<file path="src/rtl/strm_enc_seq_pkg.sv">
package strm_enc_seq_pkg;

   localparam int STEP_W = 4;

   typedef enum logic [1:0] {SEQ_ENABLE, SEQ_UNBLANK, SEQ_BLANK, SEQ_DISABLE} seq_t;
   typedef enum logic [2:0] {OP_SET, OP_CLR, OP_WAIT_HI, OP_WAIT_LO, OP_END} op_kind_t;
   typedef enum logic [3:0] {TG_CLK, TG_ENC_RST, TG_ENC_EN, TG_MUX, TG_VID, TG_PF_RST,
                             TG_PF_EN, TG_CF_RST, TG_CF_EN, TG_CRC, TG_SDP} tgt_t;
   typedef enum logic [1:0] {WS_ENC, WS_PF, WS_CF, WS_VID} wsrc_t;

   typedef struct packed {
      op_kind_t kind;
      tgt_t     tgt;
      wsrc_t    src;
   } op_t;

   function automatic op_t op_set(tgt_t t);
      return '{kind: OP_SET, tgt: t, src: WS_ENC};
   endfunction
   function automatic op_t op_clr(tgt_t t);
      return '{kind: OP_CLR, tgt: t, src: WS_ENC};
   endfunction
   function automatic op_t op_whi(wsrc_t w);
      return '{kind: OP_WAIT_HI, tgt: TG_CLK, src: w};
   endfunction
   function automatic op_t op_wlo(wsrc_t w);
      return '{kind: OP_WAIT_LO, tgt: TG_CLK, src: w};
   endfunction
   function automatic op_t op_end();
      return '{kind: OP_END, tgt: TG_CLK, src: WS_ENC};
   endfunction

   // Step program: one operation per step index for each sequence.
   function automatic op_t seq_op(seq_t s, logic [STEP_W-1:0] st);
      op_t o;
      o = op_end();
      case (s)
         SEQ_ENABLE:
            case (int'(st))
               0: o = op_set(TG_CLK);
               1: o = op_set(TG_ENC_RST);
               2: o = op_whi(WS_ENC);
               3: o = op_clr(TG_ENC_RST);
               4: o = op_wlo(WS_ENC);
               5: o = op_set(TG_ENC_EN);
               default: o = op_end();
            endcase
         SEQ_UNBLANK:
            case (int'(st))
               0:  o = op_set(TG_MUX);
               1:  o = op_set(TG_VID);
               2:  o = op_set(TG_PF_RST);
               3:  o = op_whi(WS_PF);
               4:  o = op_clr(TG_PF_RST);
               5:  o = op_wlo(WS_PF);
               6:  o = op_set(TG_PF_EN);
               7:  o = op_set(TG_CF_RST);
               8:  o = op_whi(WS_CF);
               9:  o = op_clr(TG_CF_RST);
               10: o = op_wlo(WS_CF);
               11: o = op_set(TG_CRC);
               12: o = op_set(TG_CF_EN);
               default: o = op_end();
            endcase
         SEQ_BLANK:
            case (int'(st))
               0: o = op_clr(TG_VID);
               1: o = op_wlo(WS_VID);
               2: o = op_clr(TG_SDP);
               3: o = op_clr(TG_PF_EN);
               4: o = op_clr(TG_CF_EN);
               default: o = op_end();
            endcase
         default:
            case (int'(st))
               0: o = op_clr(TG_ENC_EN);
               1: o = op_clr(TG_CLK);
               default: o = op_end();
            endcase
      endcase
      return o;
   endfunction

endpackage

</file>
<file path="src/rtl/strm_enc_poll_timer.sv">
module strm_enc_poll_timer #(
   parameter int DIV   = 200,
   parameter int POLLS = 10
) (
   input  logic clk,
   input  logic rst_n,
   input  logic run,
   output logic expired
);
   localparam int PW = $clog2(DIV + 1);
   localparam int CW = $clog2(POLLS + 1);

   if (DIV < 1 || POLLS < 1) begin : g_bad_cfg
      $error("strm_enc_poll_timer: DIV and POLLS must be at least 1");
   end

   logic          tick;
   logic [CW-1:0] cnt_q;

   if (DIV == 1) begin : g_direct
      assign tick = run;
   end else begin : g_prescale
      logic [PW-1:0] pre_q;
      always_ff @(posedge clk or negedge rst_n) begin
         if (!rst_n)                      pre_q <= '0;
         else if (!run)                   pre_q <= '0;
         else if (pre_q == PW'(DIV - 1))  pre_q <= '0;
         else                             pre_q <= pre_q + PW'(1);
      end
      assign tick = run && (pre_q == PW'(DIV - 1));
   end

   always_ff @(posedge clk or negedge rst_n) begin
      if (!rst_n)                              cnt_q <= '0;
      else if (!run)                           cnt_q <= '0;
      else if (tick && cnt_q != CW'(POLLS))    cnt_q <= cnt_q + CW'(1);
   end

   assign expired = (cnt_q == CW'(POLLS));
endmodule

</file>
<file path="src/rtl/strm_enc_sdp_track.sv">
module strm_enc_sdp_track #(
   parameter int AUD_N = 4,
   parameter int GEN_N = 4
) (
   input  logic             clk,
   input  logic             rst_n,
   input  logic             vid_on,
   input  logic             drop,
   input  logic [AUD_N-1:0] aud,
   input  logic [GEN_N-1:0] gen,
   output logic             sdp
);
   logic any_pkt;
   assign any_pkt = (|aud) || (|gen);

   always_ff @(posedge clk or negedge rst_n) begin
      if (!rst_n)                sdp <= 1'b0;
      else if (drop || !any_pkt) sdp <= 1'b0;
      else if (vid_on)           sdp <= 1'b1;
   end
endmodule

</file>
<file path="src/rtl/strm_enc_seq.sv">
module strm_enc_seq
   import strm_enc_seq_pkg::*;
#(
   parameter int CLK_HZ      = 200_000_000,
   parameter int SHORT_US    = 1,
   parameter int SHORT_POLLS = 10,
   parameter int LONG_US     = 10,
   parameter int LONG_POLLS  = 5000,
   parameter int SRC_W       = 2,
   parameter int AUD_N       = 4,
   parameter int GEN_N       = 4
) (
   input  logic             clk,
   input  logic             rst_n,
   input  logic             cmd_enable,
   input  logic             cmd_unblank,
   input  logic             cmd_blank,
   input  logic             cmd_disable,
   input  logic [SRC_W-1:0] src_sel,
   input  logic             enc_rst_done,
   input  logic             pfifo_rst_done,
   input  logic             cfifo_rst_done,
   input  logic             vid_status,
   input  logic [AUD_N-1:0] aud_pkt_en,
   input  logic [GEN_N-1:0] gen_pkt_en,
   output logic             enc_clk_en,
   output logic             enc_rst,
   output logic             enc_en,
   output logic [SRC_W-1:0] pix_sel,
   output logic             vid_en,
   output logic             pfifo_rst,
   output logic             pfifo_en,
   output logic             cfifo_rst,
   output logic             cfifo_en,
   output logic             crc_en,
   output logic             sdp_en,
   output logic             busy,
   output logic             done,
   output logic             seq_err
);
   localparam int CYC_PER_US = CLK_HZ / 1_000_000;
   localparam int SHORT_DIV  = CYC_PER_US * SHORT_US;
   localparam int LONG_DIV   = CYC_PER_US * LONG_US;

   if (CYC_PER_US < 1) begin : g_bad_clk
      $error("strm_enc_seq: CLK_HZ must be at least 1 MHz");
   end
   if (SRC_W < 1 || AUD_N < 1 || GEN_N < 1) begin : g_bad_width
      $error("strm_enc_seq: widths must be at least 1");
   end

   seq_t              seq_q;
   logic [STEP_W-1:0] step_q;
   logic [SRC_W-1:0]  src_q;
   op_t               op;
   logic              wait_lvl, is_wait, wait_met, long_w;
   logic              s_exp, l_exp, tmo, sdp_drop, any_cmd, val;
   seq_t              pick;

   assign op = seq_op(seq_q, step_q);

   always_comb begin
      case (op.src)
         WS_ENC:  wait_lvl = enc_rst_done;
         WS_PF:   wait_lvl = pfifo_rst_done;
         WS_CF:   wait_lvl = cfifo_rst_done;
         default: wait_lvl = vid_status;
      endcase
   end

   assign is_wait  = busy && (op.kind == OP_WAIT_HI || op.kind == OP_WAIT_LO);
   assign wait_met = (op.kind == OP_WAIT_HI) ? wait_lvl : !wait_lvl;
   assign long_w   = (op.src == WS_VID);
   assign tmo      = is_wait && !wait_met && (long_w ? l_exp : s_exp);
   assign sdp_drop = busy && op.kind == OP_CLR && op.tgt == TG_SDP;
   assign val      = (op.kind == OP_SET);

   strm_enc_poll_timer #(.DIV(SHORT_DIV), .POLLS(SHORT_POLLS)) u_short_tmr (
      .clk(clk), .rst_n(rst_n), .run(is_wait && !long_w), .expired(s_exp));
   strm_enc_poll_timer #(.DIV(LONG_DIV), .POLLS(LONG_POLLS)) u_long_tmr (
      .clk(clk), .rst_n(rst_n), .run(is_wait && long_w), .expired(l_exp));
   strm_enc_sdp_track #(.AUD_N(AUD_N), .GEN_N(GEN_N)) u_sdp (
      .clk(clk), .rst_n(rst_n), .vid_on(vid_en), .drop(sdp_drop),
      .aud(aud_pkt_en), .gen(gen_pkt_en), .sdp(sdp_en));

   // Coincident commands: disable > blank > unblank > enable
   assign any_cmd = cmd_enable || cmd_unblank || cmd_blank || cmd_disable;
   always_comb begin
      if (cmd_disable)      pick = SEQ_DISABLE;
      else if (cmd_blank)   pick = SEQ_BLANK;
      else if (cmd_unblank) pick = SEQ_UNBLANK;
      else                  pick = SEQ_ENABLE;
   end

   always_ff @(posedge clk or negedge rst_n) begin
      if (!rst_n) begin
         seq_q      <= SEQ_ENABLE;
         step_q     <= '0;
         src_q      <= '0;
         busy       <= 1'b0;
         done       <= 1'b0;
         seq_err    <= 1'b0;
         enc_clk_en <= 1'b0;
         enc_rst    <= 1'b0;
         enc_en     <= 1'b0;
         pix_sel    <= '0;
         vid_en     <= 1'b0;
         pfifo_rst  <= 1'b0;
         pfifo_en   <= 1'b0;
         cfifo_rst  <= 1'b0;
         cfifo_en   <= 1'b0;
         crc_en     <= 1'b0;
      end else begin
         done <= 1'b0;
         if (!busy) begin
            if (any_cmd) begin
               busy   <= 1'b1;
               seq_q  <= pick;
               step_q <= '0;
               if (pick == SEQ_UNBLANK) src_q <= src_sel;
            end
         end else begin
            case (op.kind)
               OP_SET, OP_CLR: begin
                  case (op.tgt)
                     TG_CLK:     enc_clk_en <= val;
                     TG_ENC_RST: enc_rst    <= val;
                     TG_ENC_EN:  enc_en     <= val;
                     TG_MUX:     pix_sel    <= val ? src_q : '0;
                     TG_VID:     vid_en     <= val;
                     TG_PF_RST:  pfifo_rst  <= val;
                     TG_PF_EN:   pfifo_en   <= val;
                     TG_CF_RST:  cfifo_rst  <= val;
                     TG_CF_EN:   cfifo_en   <= val;
                     TG_CRC:     crc_en     <= val;
                     default:    ;
                  endcase
                  step_q <= step_q + STEP_W'(1);
               end
               OP_WAIT_HI, OP_WAIT_LO: begin
                  if (wait_met) begin
                     step_q <= step_q + STEP_W'(1);
                  end else if (tmo) begin
                     busy    <= 1'b0;
                     seq_err <= 1'b1;
                  end
               end
               default: begin
                  busy <= 1'b0;
                  done <= 1'b1;
               end
            endcase
         end
      end
   end
endmodule

</file>
<file path="config.mk">
export PLATFORM = sky130hd
export DESIGN_NAME = strm_enc_seq
export DESIGN_NICKNAME = d
export VERILOG_FILES = /design/src/rtl/strm_enc_seq_pkg.sv /design/src/rtl/strm_enc_poll_timer.sv /design/src/rtl/strm_enc_sdp_track.sv /design/src/rtl/strm_enc_seq.sv
export SDC_FILE = /design/constraint.sdc
export NUM_CORES = 1
export LEC_CHECK = 0
export BUFFER_PORTS_ARGS = -buffer_cell sky130_fd_sc_hd__buf_2
export CORE_MARGIN = 2
export CORE_UTILIZATION = 45
export CTS_CLUSTER_SIZE = 20
export DETAILED_ROUTE_END_ITERATION = 16
export PLACE_DENSITY = 0.65
export SYNTH_ARGS = -nofsm -noshare
export SYNTH_HDL_FRONTEND = slang
export SYNTH_SLANG_ARGS = --single-unit
</file>
<file path="constraint.sdc">
create_clock -name clk -period 8.35 [get_ports clk]
set_clock_uncertainty 0.15 [all_clocks]
set_input_delay 1.2525 -clock clk [delete_from_list [all_inputs] [get_ports clk]]
set_output_delay 1.2525 -clock clk [all_outputs]
set_load 0.03 [all_outputs]
</file>
==> impl_metrics.yaml <==
run_status:
  status: "finished, final reports clean"
detailed_routing:
  vias_per_cell: 5.26
  wirelength_um: 6950
  ant_nets: 0
  drtPass1Iterations: 4
  vias: 2654
  drtIter0Drc: 146
  drc: 0
  post_drt_wl_per_cell_um: 13.8
yosys:
  ys_types: 52
  ys_dominant_reg_cell: "dfrtp_1"
  synth_edf_count: 0
  ys_seq_area_share_pct: 43.6
  syn_nets: 400
  syn_area_per_cell_um2: 9.20
  ys_warn_count: 0
  async_flop_share_pct: 100
  syn_inst: 368
  ys_ff_latch: 59
  syn_area_um2: 3380
layout:
  areaGrowthSynthToFinish_pct: 13.5
  num-nets-final: 433
  n_antenna_cell: 0
  post-route-util_pct: 53.0
  fillers: 670
  layout-drive-gt1-share_pct: 18.2
sta:
  rsz0062_at_grt: "false"
  setup_violations: 0
  fin_crit_sh_pct: 35.9
  worstMarginPinSlew_ps: 783
  hold_viol_final: 0
  final.min_clock_period_ps: 3000
  setup_tns_ps: 0
  timing.fmax_mhz: 334
  finalMaxSlewViolations: 0
  slew_headroom_pct: 47.8
  hold_ws_ps: 308
worst_setup_path:
  crit-reg2reg-launch: "step_q[1]$_DFFE_PN0P_"
  crit_path_start: "step_q[1]$_DFFE_PN0P_"
  critPathMaxFanout: 11
  crit_path_end_kind: "register"
  crit_path_top_delay_cell: "or4_1"
  reg2reg_to: "step_q[3]$_DFFE_PN0P_"
  critical_path_buf_inv_count: 1
  ff2ff_setup_slack_ps: 5350
  crit_chain: "inv_1 -> ha_1 -> mux2i_1 -> o31a_1 -> a211oi_2 -> o21ai_0 -> and4b_1 -> or4_1 -> a21oi_1"
  start_kind: "register"
  crit_arrival_ps: 3110
  crit_family: "compound AO/OA/AOI/OAI gates"
  criticalPathCategory: "register to register"
  cpPeakStageDelay_ps: 490
  r2r_cells: 9
  required_ps: 8460
clock_tree:
  clkSinkCount: 59
  cts_root_buffer: "clkbuf_8"
  cts.repair.resized: 0
  numCtsBuffers: 9
  postCtsSetupRepairBufs: 0
  clk_pin_slew_ps: 70
  clkLatencyLatePin_ps: 340
  ctsHoldBuffers: 0
  cts_buffer_depth: 2
  htreeDepth: 3
  cts_tree: "built"
placement:
  gp_congestion: 0.850
  dp_hpwl_um: 4920
  io_buffers: 34
global_routing:
  track_usage_pct: 18.2
  grt_pass1_wl_um: 12000
  antenna_found_initial: 0
  overflow: 0
  grt_pass1_vias: 2645
  grt_max_degree: 60
pwr:
  ir_drop_mv: 0.111
  powerDensity_nw_per_um2: 303
  p_leak_nw: 1.68
  power_mw: 1.16
min_path:
  worstHoldEndpoint: "u_short_tmr.g_prescale.pre_q[0]$_DFF_PN0_"
  whs_path_depth: 1
  hp-start: "u_short_tmr.g_prescale.pre_q[0]$_DFF_PN0_"
  hold_path.class: "register to register"
floorplanning:
  fp.dieW_um: 90.7
  chipHeight_um: 90.7
  coreArea_um2: 7250
  initial_core_util_pct: 46.7
  ios: 35
  dieArea_um2: 8230
  rows: 31
flow_run:
  drv_cap: 0
cell type report:
class,instances,area (µm²),area share (%)
tap,99,124,3.22
inverter,17,63.8,1.66
clock inverter,4,73.8,1.92
sequential,59,1480,38.4
timing repair buffer,36,185,4.82
clock buffer,12,145,3.78
multi-input combinational,278,1770,46.2
placed cells by master (no fill, tap or decap), types with 2 or more instances in the layout:
master     Yosys  routed
nor4_1         7       7
o21bai_1       3       3
o31ai_1        2       2
nor2b_1        2       2
or3_1          3       3
xor2_1        16      16
and2_1         7       7
or2_2          5       5
nand3b_1       3       3
bufinv_16      0       2
nand3_1       16      16
buf_4          0       2
or4_1          3       3
nand2_1       33      33
nand4_1        6       6
buf_2          3      34
inv_1         17      17
clkbuf_8       0      10
clkbuf_1       9       2
or3b_2         3       3
dfrtp_1       59      59
ha_1          12      12
a22o_1         2       2
a31oi_1        3       3
mux2i_1        4       4
nand4bb_1      2       2
nor3_1         4       4
xnor2_1       11      11
nor3_2         2       2
mux2_2        11      11
o21ai_0       18      18
a21oi_1       19      19
and3_1         8       8
nor2_1        52      52
nand2b_1       2       2
worst max-delay path by stage:
stage                             to  depth (start not counted)
2_1_floorplan  step_q[3]$_DFFE_PN0P_                          7
3_3_place_gp   step_q[3]$_DFFE_PN0P_                          7
3_5_place_dp   step_q[3]$_DFFE_PN0P_                          7
4_1_cts        step_q[3]$_DFFE_PN0P_                          9
5_1_grt        step_q[3]$_DFFE_PN0P_                          9
6_report       step_q[3]$_DFFE_PN0P_                          9
metal layers:
| layer | global-route usage, % | routed length, µm |
|---|---|---|
| met5 | 0 | 0 |
| met4 | 6.67 | 92 |
| met3 | 4.76 | 245 |
| met2 | 29.0 | 3250 |
| met1 | 24.0 | 3360 |
Yosys cell counts (all sizes together) (2+ instances only):
| cell type | count | area share (%) |
|---|---|---|
| clkbuf | 9 | 1.0 |
| inv | 17 | 1.9 |
| nand4 | 6 | 1.1 |
| dfrtp | 59 | 44 |
| xnor2 | 11 | 2.8 |
| or4 | 3 | 0.67 |
| o31ai | 2 | 0.44 |
| nand4bb | 2 | 0.67 |
| xor2 | 16 | 4.1 |
| mux2i | 4 | 1.2 |
| and2 | 7 | 1.3 |
| nand2b | 2 | 0.37 |
| nor3 | 6 | 1.2 |
| or3b | 4 | 1.0 |
| nor4 | 7 | 1.3 |
| or2 | 5 | 0.92 |
| or3 | 3 | 0.55 |
| nand3b | 3 | 0.67 |
| mux2 | 12 | 4.0 |
| ha | 12 | 4.4 |
| nor2 | 52 | 5.8 |
| nor2b | 2 | 0.37 |
| buf | 5 | 1.1 |
| nand3 | 16 | 2.4 |
| nor4b | 2 | 0.96 |
| o21ai | 19 | 2.8 |
| a31oi | 3 | 0.55 |
| nand2 | 33 | 3.7 |
| a21oi | 19 | 2.8 |
| a22o | 2 | 0.52 |
| o21bai | 3 | 0.67 |
| and3 | 8 | 1.5 |
through the flow:
| stage | setup WS, ps | cell area, µm² | instances |
|---|---|---|---|
| final | 5350 | 3840 | 505 |
| after floorplan | 5610 | 3380 | 368 |
| after CTS | 5400 | 3840 | 505 |
| after global placement | 5470 | 3620 | 489 |
| after global routing | 5050 | 3840 | 505 |
| after detailed placement | 5430 | 3620 | 489 |
logic make-up after synthesis:
logic type / share of synthesized area (%)
AOI/OAI and AO/OA: 10.4
xor gates and xnor gates: 6.99
adders and majority gates: 4.44
buffers and inverters: 3.99
DFF: 43.6
muxes: 5.18
and+or+nand+nor: 25.4
sequential cells by signal, summed over array words and instances (netlist names), 2 cells and up:
signal	count
seq_q	2
src_q	2
u_long_tmr.cnt_q	13
step_q	4
u_short_tmr.cnt_q	4
u_short_tmr.g_prescale.pre_q	8
pix_sel	2
u_long_tmr.g_prescale.pre_q	11
where the power goes:
group          internal [mW]  switching [mW]
clock network          0.176           0.111
registers              0.331          0.0601
logic                  0.192           0.292
total                  0.700           0.463
Power figures use the tool's default switching activity.
